### src/rtl/uic_pkg.sv
package uic_pkg;

  localparam int SRC_N = 7;

  // Source index, 0 is the highest priority
  localparam int SRC_LSR  = 0;
  localparam int SRC_TMO  = 1;
  localparam int SRC_RXD  = 2;
  localparam int SRC_TXR  = 3;
  localparam int SRC_MSR  = 4;
  localparam int SRC_XOFF = 5;
  localparam int SRC_WAKE = 6;

  // Sources held in a pending flop; the rest pass through as levels
  localparam logic [SRC_N-1:0] SRC_LATCHED = 7'b111_1011;

  localparam logic [7:0] CODE_NONE = 8'h01;

  function automatic logic [7:0] src_code(input int idx);
    logic [7:0] c;
    case (idx)
      SRC_LSR:  c = 8'h06;
      SRC_TMO:  c = 8'h0C;
      SRC_RXD:  c = 8'h04;
      SRC_TXR:  c = 8'h02;
      SRC_MSR:  c = 8'h00;
      SRC_XOFF: c = 8'h10;
      SRC_WAKE: c = 8'h20;
      default:  c = CODE_NONE;
    endcase
    return c;
  endfunction

endpackage

### src/rtl/uic_rst_sync.sv
module uic_rst_sync #(
  parameter int STAGES = 2
) (
  input  logic clk,
  input  logic rst_n,
  output logic rst_ns
);
  logic [STAGES-1:0] sync_q;
  logic [STAGES-1:0] sync_d;

  always_comb sync_d = {sync_q[STAGES-2:0], 1'b1};

  always_ff @(posedge clk or negedge rst_n) begin
    if (!rst_n) sync_q <= '0;
    else        sync_q <= sync_d;
  end

  assign rst_ns = sync_q[STAGES-1];
endmodule

### src/rtl/uic_ier_reg.sv
module uic_ier_reg (
  input  logic       clk,
  input  logic       rst_n,
  input  logic       wr,
  input  logic [7:0] wdata,
  input  logic       ext_en,
  output logic [7:0] rdata,
  output logic [5:0] eff
);
  logic [5:0] ier_q;
  logic [5:0] ier_d;

  always_comb begin
    ier_d = ier_q;
    if (wr) ier_d = wdata[5:0];
  end

  always_ff @(posedge clk or negedge rst_n) begin
    if (!rst_n) ier_q <= '0;
    else        ier_q <= ier_d;
  end

  assign rdata = {2'b00, ier_q};
  // Extended bits act only with the feature input high
  assign eff   = {ier_q[5:4] & {2{ext_en}}, ier_q[3:0]};
endmodule

### src/rtl/uic_rx_timer.sv
module uic_rx_timer #(
  parameter int CHAR_BITS = 10
) (
  input  logic clk,
  input  logic rst_n,
  input  logic bit_tick,
  input  logic has_data,
  input  logic restart,
  input  logic fired,
  output logic hit
);
  localparam int LIMIT = 4 * CHAR_BITS + 12;
  localparam int TW    = $clog2(LIMIT);
  localparam logic [TW-1:0] LAST = TW'(LIMIT - 1);

  logic [TW-1:0] cnt_q;
  logic [TW-1:0] cnt_d;
  logic          hit_c;

  always_comb begin
    cnt_d = cnt_q;
    hit_c = 1'b0;
    if (restart || !has_data) begin
      cnt_d = '0;
    end else if (bit_tick && !fired) begin
      if (cnt_q == LAST) begin
        hit_c = 1'b1;
        cnt_d = '0;
      end else begin
        cnt_d = cnt_q + 1'b1;
      end
    end
  end

  always_ff @(posedge clk or negedge rst_n) begin
    if (!rst_n) cnt_q <= '0;
    else        cnt_q <= cnt_d;
  end

  assign hit = hit_c;
endmodule

### src/rtl/uic_src_latch.sv
module uic_src_latch (
  input  logic clk,
  input  logic rst_n,
  input  logic set,
  input  logic clr,
  output logic pend
);
  logic pend_q;
  logic pend_d;

  // A set in the same cycle as a clear wins
  always_comb pend_d = set | (pend_q & ~clr);

  always_ff @(posedge clk or negedge rst_n) begin
    if (!rst_n) pend_q <= 1'b0;
    else        pend_q <= pend_d;
  end

  assign pend = pend_q;
endmodule

### src/rtl/uic_prio_enc.sv
module uic_prio_enc
  import uic_pkg::*;
(
  input  logic [SRC_N-1:0] act,
  output logic [7:0]       code,
  output logic [SRC_N-1:0] sel
);
  always_comb begin
    code = CODE_NONE;
    sel  = '0;
    for (int i = SRC_N - 1; i >= 0; i--) begin
      if (act[i]) begin
        code = src_code(i);
        sel  = '0;
        sel[i] = 1'b1;
      end
    end
  end
endmodule

### src/rtl/uart_irq_ctrl.sv
module uart_irq_ctrl
  import uic_pkg::*;
#(
  parameter int CNT_W     = 7,
  parameter int CHAR_BITS = 10
) (
  input  logic             clk,
  input  logic             rst_n,
  input  logic             ext_en,
  input  logic             ier_wr,
  input  logic [7:0]       ier_wdata,
  output logic [7:0]       ier_rdata,
  input  logic [3:0]       lsr_evt,
  input  logic [3:0]       msr_evt,
  input  logic [CNT_W-1:0] rx_count,
  input  logic [CNT_W-1:0] rx_trig,
  input  logic             rx_push,
  input  logic             bit_tick,
  input  logic [CNT_W-1:0] tx_count,
  input  logic [CNT_W-1:0] tx_trig,
  input  logic             tx_empty,
  input  logic             xoff_det,
  input  logic             xon_det,
  input  logic             sleep_exit,
  input  logic             isr_rd,
  input  logic             lsr_rd,
  input  logic             msr_rd,
  input  logic             rhr_rd,
  input  logic             thr_wr,
  output logic [7:0]       isr,
  output logic             irq,
  output logic             sleep_en
);
  logic             rst_ns;
  logic [5:0]       ien;
  logic [SRC_N-1:0] set_v, clr_v, pend, en_v, act, sel;
  logic             rx_lvl, tx_lvl, tmo_hit;
  logic             tx_lvl_q, tx_emp_q, tx_lvl_d, tx_emp_d;

  uic_rst_sync #(.STAGES(2)) u_rst (.clk(clk), .rst_n(rst_n), .rst_ns(rst_ns));

  uic_ier_reg u_ier (
    .clk(clk), .rst_n(rst_ns), .wr(ier_wr), .wdata(ier_wdata),
    .ext_en(ext_en), .rdata(ier_rdata), .eff(ien)
  );

  uic_rx_timer #(.CHAR_BITS(CHAR_BITS)) u_tmr (
    .clk(clk), .rst_n(rst_ns), .bit_tick(bit_tick),
    .has_data(rx_count != '0), .restart(rx_push | rhr_rd),
    .fired(pend[SRC_TMO]), .hit(tmo_hit)
  );

  assign rx_lvl = rx_count >= rx_trig;
  assign tx_lvl = tx_count <= tx_trig;

  // Edge memory for transmit-ready events; reset high so that a level
  // already present at reset does not count as an event
  always_comb begin
    tx_lvl_d = tx_lvl;
    tx_emp_d = tx_empty;
  end

  always_ff @(posedge clk or negedge rst_ns) begin
    if (!rst_ns) begin
      tx_lvl_q <= 1'b1;
      tx_emp_q <= 1'b1;
    end else begin
      tx_lvl_q <= tx_lvl_d;
      tx_emp_q <= tx_emp_d;
    end
  end

  always_comb begin
    set_v = '0;
    clr_v = '0;
    set_v[SRC_LSR]  = |lsr_evt;
    clr_v[SRC_LSR]  = lsr_rd;
    set_v[SRC_TMO]  = tmo_hit;
    clr_v[SRC_TMO]  = rhr_rd;
    set_v[SRC_RXD]  = rx_lvl;
    clr_v[SRC_RXD]  = 1'b0;
    set_v[SRC_TXR]  = (tx_lvl & ~tx_lvl_q) | (tx_empty & ~tx_emp_q);
    clr_v[SRC_TXR]  = thr_wr | (isr_rd & sel[SRC_TXR]);
    set_v[SRC_MSR]  = |msr_evt;
    clr_v[SRC_MSR]  = msr_rd;
    set_v[SRC_XOFF] = xoff_det;
    clr_v[SRC_XOFF] = xon_det | (isr_rd & sel[SRC_XOFF]);
    set_v[SRC_WAKE] = sleep_exit;
    clr_v[SRC_WAKE] = isr_rd & sel[SRC_WAKE];
  end

  for (genvar g = 0; g < SRC_N; g++) begin : g_src
    if (SRC_LATCHED[g]) begin : g_flop
      uic_src_latch u_lat (
        .clk(clk), .rst_n(rst_ns), .set(set_v[g]), .clr(clr_v[g]), .pend(pend[g])
      );
    end else begin : g_level
      assign pend[g] = set_v[g] & ~clr_v[g];
    end
  end

  always_comb begin
    en_v = '0;
    en_v[SRC_LSR]  = ien[2];
    en_v[SRC_TMO]  = ien[0];
    en_v[SRC_RXD]  = ien[0];
    en_v[SRC_TXR]  = ien[1];
    en_v[SRC_MSR]  = ien[3];
    en_v[SRC_XOFF] = ien[5];
    en_v[SRC_WAKE] = ien[4];
  end

  assign act = pend & en_v;

  uic_prio_enc u_enc (.act(act), .code(isr), .sel(sel));

  assign irq      = |act;
  assign sleep_en = ien[4];
endmodule

### config.mk
export PLATFORM = sky130hd
export DESIGN_NAME = uart_irq_ctrl
export DESIGN_NICKNAME = d
export VERILOG_FILES = /design/src/rtl/uic_pkg.sv /design/src/rtl/uic_rst_sync.sv /design/src/rtl/uic_ier_reg.sv /design/src/rtl/uic_rx_timer.sv /design/src/rtl/uic_src_latch.sv /design/src/rtl/uic_prio_enc.sv /design/src/rtl/uart_irq_ctrl.sv
export SDC_FILE = /design/constraint.sdc
export NUM_CORES = 1
export LEC_CHECK = 0
export BUFFER_PORTS_ARGS = -buffer_cell sky130_fd_sc_hd__clkbuf_2
export CORE_AREA = 2 2 80 82
export CTS_CLUSTER_SIZE = 14
export DETAILED_ROUTE_END_ITERATION = 7
export DIE_AREA = 0 0 82 84
export PLACE_DENSITY_LB_ADDON = 0.15
export SLEW_MARGIN = 20
export SYNTH_ARGS = -nofsm -noshare
export SYNTH_HDL_FRONTEND = slang
export SYNTH_SLANG_ARGS = --single-unit
### constraint.sdc
create_clock -name clk -period 2.48 [get_ports clk]
set_input_delay 0.372 -clock clk [delete_from_list [all_inputs] [get_ports clk]]
set_output_delay 0.372 -clock clk [all_outputs]
set_load 0.005 [all_outputs]
==> results of run 1 <==
[layout by cell type, fill, tap and decap left out, types with 2 or more instances in the layout]
cell,n
sky130_fd_sc_hd__or3_1,3
sky130_fd_sc_hd__dfstp_2,2
sky130_fd_sc_hd__a21oi_1,12
sky130_fd_sc_hd__dfrtp_1,20
sky130_fd_sc_hd__o21ai_0,9
sky130_fd_sc_hd__inv_1,20
sky130_fd_sc_hd__nor3_1,3
sky130_fd_sc_hd__nor4_1,4
sky130_fd_sc_hd__nor2b_1,4
sky130_fd_sc_hd__nand3_1,5
sky130_fd_sc_hd__mux2_2,5
sky130_fd_sc_hd__nor2_1,5
sky130_fd_sc_hd__conb_1,5
sky130_fd_sc_hd__a211o_1,3
sky130_fd_sc_hd__clkbuf_8,4
sky130_fd_sc_hd__nand2b_1,2
sky130_fd_sc_hd__a22oi_1,2
sky130_fd_sc_hd__nand2_1,15
sky130_fd_sc_hd__clkbuf_2,70
sky130_fd_sc_hd__and3_1,3
sky130_fd_sc_hd__ha_1,15
[Yosys cell counts (2+ instances only)]
cell type,instances,area share [%]
sky130_fd_sc_hd__or3_1,3,1.3
sky130_fd_sc_hd__dfstp_2,2,3.6
sky130_fd_sc_hd__nand2_1,15,3.8
sky130_fd_sc_hd__ha_1,15,13
sky130_fd_sc_hd__nor2b_1,4,1.7
sky130_fd_sc_hd__dfrtp_1,20,34
sky130_fd_sc_hd__buf_4,4,2.0
sky130_fd_sc_hd__mux2_2,5,3.8
sky130_fd_sc_hd__a21oi_1,12,4.1
sky130_fd_sc_hd__a211o_1,3,1.8
sky130_fd_sc_hd__o21ai_0,9,3.1
sky130_fd_sc_hd__nor4_1,4,1.7
sky130_fd_sc_hd__conb_1,2,0.51
sky130_fd_sc_hd__nor3_1,3,1.0
sky130_fd_sc_hd__a22oi_1,2,1.0
sky130_fd_sc_hd__and3_1,3,1.3
sky130_fd_sc_hd__nand3_1,5,1.7
sky130_fd_sc_hd__nor2_1,5,1.3
sky130_fd_sc_hd__nand2b_1,2,0.85
sky130_fd_sc_hd__inv_1,20,5.1
[how the worst max path moves through the flow]
stage	startpoint	endpoint	slack [ns]	depth (start not counted)
final	rx_count[0]	isr[5]	0.15	9
after global routing	rx_count[6]	isr[5]	0.009	8
after CTS	rx_count[0]	isr[5]	0.13	9
after detailed placement	rx_count[0]	isr[5]	0.13	9
after global placement	rx_count[0]	isr[5]	0.15	9
after floorplan	rx_count[0]	isr[5]	0.45	7
[area by class of cell]
class | count | area, sq um
timing repair buffer | 71 | 360
tap | 77 | 96.3
fill | 662 | 4140
clock buffer | 4 | 55.1
inverter | 21 | 78.8
sequential | 22 | 553
multi-input combinational | 115 | 813
[cell families (layout without fill, tap and decap cells)]
group | Yosys count | count (layout) | synth area share [%]
mux | 5 | 5 | 3.84
other cells | 2 | 5 | 0.512
compound gates | 36 | 36 | 17.2
fa+ha+maj | 15 | 15 | 12.8
buf+inv | 26 | 96 | 7.67
flops | 22 | 22 | 37.7
simple gates | 54 | 54 | 20.3
[sequential cells by signal, summed over array words and instances, names as in the netlist]
signal / count
u_ier.ier_q: 6
u_rst.sync_q: 2
tx_emp_q: 1
tx_lvl_q: 1
g_src.g_flop.u_lat.pend: 6
u_tmr.cnt_q: 6
[layer usage]
layer	vias to the layer above	routed length (microns)	GRT usage, %
li1	705	-	-
met1	573	1660	15.0
met2	52	1500	16.1
met3	2	290	2.38
met4	0	38	4.09
met5	-	0	0
[what timing repair did]
| item | in CTS | in global routing |
|---|---|---|
| endpoints found under the hold margin | 2 | 0 |
| hold buffers | 1 | 0 |
| buffers inserted | 0 | 0 |
[power groups by stage]
stage                     clock network [W]  logic, W  registers (W)
after floorplan                           0  0.000110       0.000405
after global placement                    0  0.000196       0.000411
after detailed placement                  0  0.000195       0.000411
after CTS                          0.000272  0.000198       0.000404
after global routing               0.000290  0.000224       0.000409
final                              0.000257  0.000195       0.000403
[through the flow]
| stage | utilization [%] | hold slack [ns] |
|---|---|---|
| after CTS | 32.1 | 0.193 |
| after floorplan | - | 0.0764 |
| after global routing | 32.1 | 0.196 |
| after global placement | 31.0 | 0.160 |
| after detailed placement | 31.0 | 0.162 |
| final | 32.1 | 0.201 |
==> metrics list, run 1 <==
* Maximum net fanout on the critical path: 5
* Number of nets still failing antenna checks after routing: 0
* Number of nets at the end of the flow: 308
- The via count of the first global-routing pass came to 1,302.
- Final global-route overflow total: 0
- The routed design has 3.49 mm of wire.
- After clock tree synthesis, the repair step resized 0 gates.
* Horizontal extent of the die: 82 microns
- Proportion of synthesized flip-flops having asynchronous set or reset: 100%
* Die boundary height: 84 microns
- Endpoint of the most critical register-to-register path: g_src[6].g_flop.u_lat.pend
* Internal: 0.000625 W
- Final hold vios: 0
- After detailed routing, the number of remaining DRC violations is 0.
* Total of warnings raised by yosys: 0
- CP peak stage delay: 0.34 ns
- Effective utilization at floorplan: 24.1%
- Reg-to-Reg Start: g_src[1].g_flop.u_lat.pend
* LEAKAGE: 1.02 nW
* Worst setup timing slack at the placement stage: 0.131 ns
- Among the stages of the critical path, the cell type that occurs most often is sky130_fd_sc_hd__clkbuf_2.
* Total vias in the final route: 1,332
* Overall power of the completed layout: 0.000854 W
- Averaged over all synthesized cells, the footprint is 9.17 sq um.
* Crit Path Category: input port to output port
* Type of the worst min-delay path: input port to flop
- Critical path endpoint category: output port
* Sequential share of power: 47.2%
- Part of the total power dissipated in the clock network: 30.1%
- Net switching is 26.8% of the power.
- For the worst setup path, the data required time is 2.11 ns.
- Synthesis instantiated 42 different standard cells from the library.
- Dpl cell area: 0.00189 sq mm
* Buffers added on ports: 70
* Fraction of layout cells with a size suffix above 1: 37.3%
- Count of final setup violators: 0
- Slew Limit Fails: 0
* Power density relative to cell area: 436 mW/mm^2
- CTS buffer count: 3
* CP Data Arrival Time: 1.96 ns
* Largest net degree at the start of global routing: 21
- The worst hold path begins at tx_empty.
- The pre-antenna-repair detailed-routing pass consisted of 4 iterations.
- Among all flip-flop cells after synthesis, the most frequent one is sky130_fd_sc_hd__dfrtp_1.
- Once detailed placement completed, the half-perimeter wirelength came to 2.90 mm.
- The worst pin sits at a relative slew slack of 45.5%.
* Clock sink count: 22
* Number of synthesized flops with an enable pin: 0
- Skew-Pair Late Insertion Delay: 0.26 ns
- Global-route total usage across every layer: 10.8%
- Summing the sequential cell areas from Yosys gives 37.7% of the chip area.
- Among cell families on the critical path, the largest total delay comes from compound AO/OA/AOI/OAI gates.
* Root buffer cell: sky130_fd_sc_hd__clkbuf_8
- Average wire per cell in the routed design: 11.2 microns
- Netlist Area Pre-Place: 0.00147 sq mm
* Core area: 0.00610 sq mm
* Clk slew on worst S/H paths: 0.08 ns
- Max-cap violations in this run came to 0.
* Unrepaired setup endpoints after global routing: no
- Type of element launching the critical path: input port
- The number of cells on the worst reg-to-reg path is 5.
- Using the TritonRoute via totals, the vias-per-cell ratio works out to 4.30.
* Maximum level of the CTS H-tree: 1
- List of cells traversed by the critical path: clkbuf_2, inv_1, ha_1, nand2b_4, a2111oi_4, o311a_2, inv_2, nor3_1, clkbuf_2
* Area growth from synthesis to final layout: 33.3%
* Register bit count reported by yosys: 22
* Site row count: 29
* Placed cell count: 305
- Design Area, Final: 0.00196 sq mm
- Worst Hold End: tx_emp_q
- Synthesis produced 160 cells.
- The run finished with clean final reports.
- Of the total power, combinational logic draws 22.8%.
- Net Switching: 0.000229 W
* Weighted congestion at the end of routability-driven global placement: 0.756
- Antenna cells: 0
* Cell Count, Final, Fillers Out: 310
- The final critical path takes up 93.9% of the cycle.
* Maximum buffer depth of the clock tree: 2
- IR analysis of the VDD net gives a maximum drop of 0.195 mV.
* Buffers plus inverters on the worst setup path: 4
- The first global-routing pass estimated 5.84 mm of wire.
- For this design the top-level I/O count stands at 77.
* Overall die area: 0.00689 sq mm
- Derived from the worst setup path, the maximum achievable clock frequency is 0.430 GHz.
- Number of DRC markers in iteration 0: 56
* Clock skew after layout: 0.00171 ns
* WHS Path Cells: 1
* Highest-delay cell along the critical path: sky130_fd_sc_hd__a2111oi_4
* Slew @ Worst Pin: 0.818 ns
- Final setup slack of the worst path: 0.152 ns
- TritonCTS clock tree: done
* Total Negative Setup Slacks: 0 ns
- The initial antenna violation count came to 0.
* Minimum clock period: 2.33 ns
* Reg-to-reg slack, setup: 0.83 ns
No activity file was read; power rests on OpenSTA's default activity.
==> inputs of run 2 (changes only) <==
--- a/config.mk
+++ b/config.mk
@@ -6,12 +6,14 @@
 export NUM_CORES = 1
 export LEC_CHECK = 0
 export BUFFER_PORTS_ARGS = -buffer_cell sky130_fd_sc_hd__clkbuf_2
-export CORE_AREA = 2 2 80 82
+export CORE_AREA = 2 2 85 87
 export CTS_CLUSTER_SIZE = 14
 export DETAILED_ROUTE_END_ITERATION = 7
-export DIE_AREA = 0 0 82 84
+export DIE_AREA = 0 0 87 89
+export GPL_ROUTABILITY_DRIVEN = 0
 export PLACE_DENSITY_LB_ADDON = 0.15
 export SLEW_MARGIN = 20
 export SYNTH_ARGS = -nofsm -noshare
 export SYNTH_HDL_FRONTEND = slang
+export SYNTH_HIERARCHICAL = 1
 export SYNTH_SLANG_ARGS = --single-unit
==> run 2 against run 1 <==
Effect of this change:
- routed wire length decreased by 0.72%
- critical path depth grew 1
- final cell count increased by 2.6%
- die area is 12% higher
- clock power grew 31%
- fmax decreased by 2.5%
- core utilization about the same
- clock skew grew 0.0036 ns
- via count increased by 3.2%
- synthesized area increased by 10%
- register-to-register slack worse by 0.23 ns
- critical path type unchanged
- clock-buffer cell count decreased by 1
==> metrics list, run 2 <==
* Number of DRC markers in iteration 0: 35
- Via count of the first global-routing pass: 1,290
* Number of nets at the end of the flow: 313
- At the worst endpoint, the arrival time is 2.02 ns.
* Slew Limit Fails: 0
- Type of element launching the critical path: input port
- Count of final setup violators: 0
- 77 I/O pins were placed.
- Netlist Area Pre-Place: 0.00162 sq mm
- Detailed-route wire length on metal 1: 1.72 mm
- The die is 87 microns wide.
* Die boundary height: 89 microns
- Root buffer cell: sky130_fd_sc_hd__clkbuf_8
* Clk slew on worst S/H paths: 0.09 ns
* Minimum clock period: 2.39 ns
- Final hold vios: 0
* Post-CTS repair timing setup buffer count: 0
- Dividing the detail-routed wire length by the instance count gives 10.9 microns.
- Minimum hold slack: 0.201 ns
* Slew @ Worst Pin: 0.818 ns
- Max-cap violations in this run came to 0.
- For this run the aggregate overflow at the end of global routing stands at 0.
* Buffers added on ports: 70
- The worst setup path is of the input port to output port kind.
- Residual DRC count: 0
- Site row count: 30
- In this run the power density over the cells is 452 mW/mm^2.
- Maximum net fanout on the critical path: 3
- Clock skew on the completed layout was measured at 0.00529 ns.
- Total vias in the final route: 1,375
* Type of the worst min-delay path: input port to flop
* WHS Path Cells: 1
- Timing would allow up to 0.419 GHz.
- Core area: 0.00672 sq mm
- Fraction of layout cells with a size suffix above 1: 44.5%
- In the detailed route, the total length drawn on met2 is 1.49 mm.
* Routed wire length: 3.46 mm
- CTS buffer count: 3
- Max-slew headroom at the worst pin: 45.5%
* Clock sink count: 22
- The count of nets left with antenna violations once routing finished came out at 0.
- Skew-Pair Late Insertion Delay: 0.26 ns
- Mean area per synthesized cell: 9.53 sq um
* Effective utilization at floorplan: 24.1%
- Antenna cells: 0
* Total Negative Setup Slacks: 0 ns
* Top routing layer used: met4
* Global-route total usage across every layer: 9.15%
- Overall die area: 0.00774 sq mm
- Counting along the longest clock path gives a buffer depth of 2.
- TritonRoute pass-1 iters: 4
- R2r worst-path depth: 8
* Largest vdd supply drop: 0.164 mV
- TritonCTS built the clock tree.
* Average vias per placed instance: 4.32
* Period Utilization, post-route: 96.3%
- Commonest cells after routing, fill and taps aside: sky130_fd_sc_hd__clkbuf_2 (66), sky130_fd_sc_hd__inv_1 (25), sky130_fd_sc_hd__dfrtp_1 (20), sky130_fd_sc_hd__ha_1 (12)
- Total of warnings raised by yosys: 6
- Run status: completed
* Req. time, crit path: 2.11 ns
- HPWL after detailed placement: 2.88 mm
* Initial antenna violation count: 0
- Largest net degree at the start of global routing: 21
- After technology mapping, the gate count stands at 170.
- Setup repair after global routing could not meet its margin everywhere.
- Counting the fill cells in the layout gives 719.
- Critical path endpoint category: output port
- Amount of wire on met3 after detailed routing: 225 microns
* Maximum level of the CTS H-tree: 1
- The first global-routing pass estimated 5.75 mm of wire.
- Area growth from synthesis to final layout: 33.1%
* LEAKAGE: 1.10 nW
- The library cell used most frequently in the layout, excluding fill and tap cells, is sky130_fd_sc_hd__clkbuf_2.
-- run 2: worst paths after layout --
kind / from / end / slack, ns
setup / recovery: rx_trig[2] / isr[4] / 0.09
hold / removal: tx_empty / tx_emp_q / 0.20
setup reg to reg: u_ier/ier_q[0] / g_src[5].g_flop.u_lat/pend / 0.60
hold reg to reg: u_rst/sync_q[1] / u_ier/ier_q[2] / 0.34
max in group asynchronous: u_rst/sync_q[1] / u_tmr/cnt_q[5] / 1.63
min in group asynchronous: u_rst/sync_q[1] / u_ier/ier_q[2] / 0.34
-- run 2: what timing repair did --
action,CTS,global route
hold endpoints to repair,2,0
pin swaps,1,8
hold buffers,1,0
setup endpoints to repair,3,3
resized for setup,1,16
cloned,0,0
-- run 2: routing by layer --
metal  vias to the layer above  global-route usage (%)
met1                       616                    12.5
met5                         -                       0
li1                        707                       -
met3                         2                    1.39
met2                        50                    14.6
met4                         0                    3.41
-- run 2: report_power, final --
group          internal (W)  switching (W)  total [W]
Clock              0.000216       0.000120   0.000336
Sequential         0.000381      0.0000190   0.000400
Combinational      0.000135       0.000105   0.000240
-- run 2: cell type report --
cell class	instances	area [sq um]	area share, %
clock buffers	3	41.3	1.91
well taps	80	100	4.64
repair buffers	76	410	19.0
multi-input cells	109	918	42.6
inverters	27	104	4.81
flip-flops and latches	22	553	25.6
clock inverters	1	30.0	1.39
-- run 2: critical path: stages --
cell and delay, ns:
sky130_fd_sc_hd__buf_6 0.10, sky130_fd_sc_hd__inv_4 0.04, sky130_fd_sc_hd__ha_4 0.19, sky130_fd_sc_hd__a21oi_2 0.14, sky130_fd_sc_hd__o21ai_2 0.08, sky130_fd_sc_hd__a21oi_2 0.15
sky130_fd_sc_hd__o21bai_1 0.11, sky130_fd_sc_hd__or3_4 0.38, sky130_fd_sc_hd__nor4b_4 0.30, sky130_fd_sc_hd__buf_2 0.16
-- run 2: metrics by stage --
stage / area [sq um] / utilization, % / instances / setup slack, ns / total power [W]
floorplan: 1630 / - / 172 / 0.0662 / 0.000550
global placement: 2000 / 29.8 / 313 / -0.0725 / 0.000631
detailed placement: 2000 / 29.8 / 313 / -0.0886 / 0.000632
CTS: 2090 / 31.0 / 318 / -0.0145 / 0.000981
global route: 2160 / 32.1 / 318 / -0.0200 / 0.00104
finish: 2160 / 32.1 / 318 / 0.0929 / 0.000975
==> inputs of run 3 (changes only) <==
==> constraint.sdc (replaced) <==
create_clock -name clk -period 2.65 [get_ports clk]
set_input_delay 0.3975 -clock clk [delete_from_list [all_inputs] [get_ports clk]]
set_output_delay 0.3975 -clock clk [all_outputs]
set_load 0.005 [all_outputs]
==> run 3 against run 2 <==
Effect of this change:
- register-to-register slack gained 0.18 ns
- clock power shrank 28%
- critical endpoint unchanged
- final cell count shrank 0.94%
- sequential cell count is the same
==> metrics list, run 3 (synthesis results as in run 2) <==
- Walking the worst path, the cells encountered are clkbuf_2, ha_1, a211oi_2, nor2_1, o21bai_1, or3_4, nor4b_4, clkbuf_2.
* Via count of the first global-routing pass: 1,306
* Max-slew headroom at the worst pin: 45.5%
- Once detail routing completed, the nets flagged for antenna violations numbered 0.
- Counting every sink on the clock net gives 22.
- CP Data Arrival Time: 2.10 ns
- Global routing finished with a remaining overflow of 0.
* Antenna cells: 0
- The kind of cell with the highest combined delay along the critical path is simple AND/OR/NAND/NOR gates.
* Run status: completed
- CTS buffer count: 3
* Top cell by count, worst path: sky130_fd_sc_hd__clkbuf_2
- Buffers plus inverters on the worst setup path: 2
* Maximum buffer depth of the clock tree: 2
* Slew @ Worst Pin: 0.818 ns
- Core area: 0.00672 sq mm
- For this block, the routed nets add up to 3.43 mm of wire.
- Total vias in the final route: 1,332
- The tool flagged a number of max-cap violations equal to 0.
- Final core utilization: 30.6%
- The sequential cells in the finished layout cover a total of 553 sq um.
* Die boundary height: 89 microns
* Critical path endpoint category: output port
- Commonest cells after routing, fill and taps aside: sky130_fd_sc_hd__clkbuf_2 (70), sky130_fd_sc_hd__inv_1 (27), sky130_fd_sc_hd__dfrtp_1 (20), sky130_fd_sc_hd__ha_1 (15), sky130_fd_sc_hd__a21oi_1 (9)
- Setup repair after global routing left no endpoint under its margin.
- The tree is rooted in a sky130_fd_sc_hd__clkbuf_8.
- Type of the worst min-delay path: input port to flop
- Area growth from synthesis to final layout: 26.9%
- In this run the power density over the cells is 401 mW/mm^2.
* Residual DRC count: 0
- Multi-input gate area: 871 sq um
- The clock reaches the later pin of the worst-skew pair after 0.26 ns.
- Type of element launching the critical path: input port
* Dpl cell area: 0.00198 sq mm
- CTS built an H-tree with a depth of 1.
- After clock tree synthesis, the clock-pin slew on the worst setup and hold paths is 0.08 ns.
- Summed over all nets, the half-perimeter wirelength after detailed placement is 2.90 mm.
- Among all stages on the critical path, the largest delay is contributed by sky130_fd_sc_hd__or3_4.
- The initial antenna violation count was 0.
- CP peak stage delay: 0.41 ns
- Slew Limit Fails: 0
- Clock skew after layout: 0.00563 ns
- Overall die area: 0.00774 sq mm
* Placed cell count: 310
* Global-route total usage across every layer: 9.05%
* Effective utilization at floorplan: 24.1%
- The critical path in this run is classified as input port to output port.
- After floorplanning, the core was divided into 30 placement rows.
- Leaving out fill and tap cells, the most frequent cell in the layout is sky130_fd_sc_hd__clkbuf_2.
- The final layout contains 310 nets.
* Number of DRC markers in iteration 0: 19
- The filler cells instantiated in the layout total 732.
* Largest net degree at the start of global routing: 21
- Dividing the final minimum period by the clock period gives 94.2%.
* LEAKAGE: 1.08 nW
- Post-CTS repair timing setup buffer count: 0
- Global-route wire length before repair: 5.67 mm
- Top Ports: 77
- In this run the worst path has a maximum fanout of 3.
- Setup violations remaining at the end of the flow were counted as 0.
- After detailed routing, the number of vias per cell comes to 4.23.
- The post-route netlist has 40.4% of its cells at a drive strength greater than 1.
- Cell Count, Final, Fillers Out: 315
- Largest vdd supply drop: 0.156 mV
- TritonCTS clock tree: done
- Req. time, crit path: 2.25 ns
- Final hold vios: 0
- Minimum clock period: 2.50 ns
- After routing, the total negative slack on setup checks comes to 0 ns.
* Buffers added on ports: 70
- TritonRoute pass-1 iters: 2
* Average wire per cell in the routed design: 10.9 microns
- Design Area, Final: 0.00206 sq mm
- Achievable Freq: 0.401 GHz
- Horizontal extent of the die: 87 microns
-- run 3: cell count changes in the layout (fill, tap and decap cells not counted), sizes merged --
cell    change
bufinv      -1
buf         -7
clkbuf      +5
-- run 3: worst paths after layout --
| check | start | end | slack, ns | cells past startpoint |
|---|---|---|---|---|
| worst max register to register | u_ier/ier_q[0] | g_src[5].g_flop.u_lat/pend | 0.78 | 8 |
| max in group asynchronous | u_rst/sync_q[1] | g_src[1].g_flop.u_lat/pend | 1.80 | 0 |
| worst min register to register | u_rst/sync_q[1] | g_src[0].g_flop.u_lat/pend | 0.34 | 0 |
| min in group asynchronous | u_rst/sync_q[1] | g_src[0].g_flop.u_lat/pend | 0.34 | 0 |
| worst max-delay path | rx_count[5] | isr[4] | 0.15 | 8 |
| worst min-delay path | tx_empty | tx_emp_q | 0.23 | 1 |
-- run 3: metal layers --
layer	wire, microns	vias to the layer above	global-route usage, %
li1	-	701	-
met1	1710	576	12.0
met2	1430	51	14.6
met3	244	4	1.39
met4	48	0	3.84
met5	0	-	0
-- run 3: area by class of cell --
cell class / instances / share of cell area, %
multi-input combinational: 109 / 42.4
sequential: 22 / 26.9
tap: 80 / 4.87
clock buffer: 4 / 2.68
inverter: 27 / 4.93
timing repair buffer: 73 / 18.3
-- run 3: repair_timing --
item	in CTS	in global routing
endpoints found under the setup margin	0	3
gates resized for setup	0	3
hold buffers	1	0
endpoints found under the hold margin	2	0
-- run 3: worst register-to-register path, cell delays in order (launching register included) --
cell and delay [ns]:
sky130_fd_sc_hd__dfrtp_1 0.42, sky130_fd_sc_hd__o21ai_0 0.09, sky130_fd_sc_hd__nor2_1 0.07, sky130_fd_sc_hd__o21bai_1 0.17, sky130_fd_sc_hd__or3_4 0.41, sky130_fd_sc_hd__nor4b_4 0.25
sky130_fd_sc_hd__a21o_1 0.15, sky130_fd_sc_hd__inv_1 0.03, sky130_fd_sc_hd__a21o_1 0.16
-- run 3: where the power goes --
group          leakage [nW]  switching [W]  internal [W]
Combinational         0.788      0.0000935      0.000114
Clock                0.0288       0.000110      0.000132
Sequential            0.261      0.0000181      0.000356
Total                  1.08       0.000221      0.000603
-- run 3: stage by stage --
stage	setup WS, ns	hold WS (ns)	total power (W)
3_3_place_gp	0.0451	0.186	0.000585
2_1_floorplan	0.211	0.102	0.000515
5_1_grt	0.00151	0.219	0.000888
3_5_place_dp	0.0496	0.187	0.000587
6_report	0.155	0.232	0.000824
4_1_cts	0.0473	0.229	0.000837
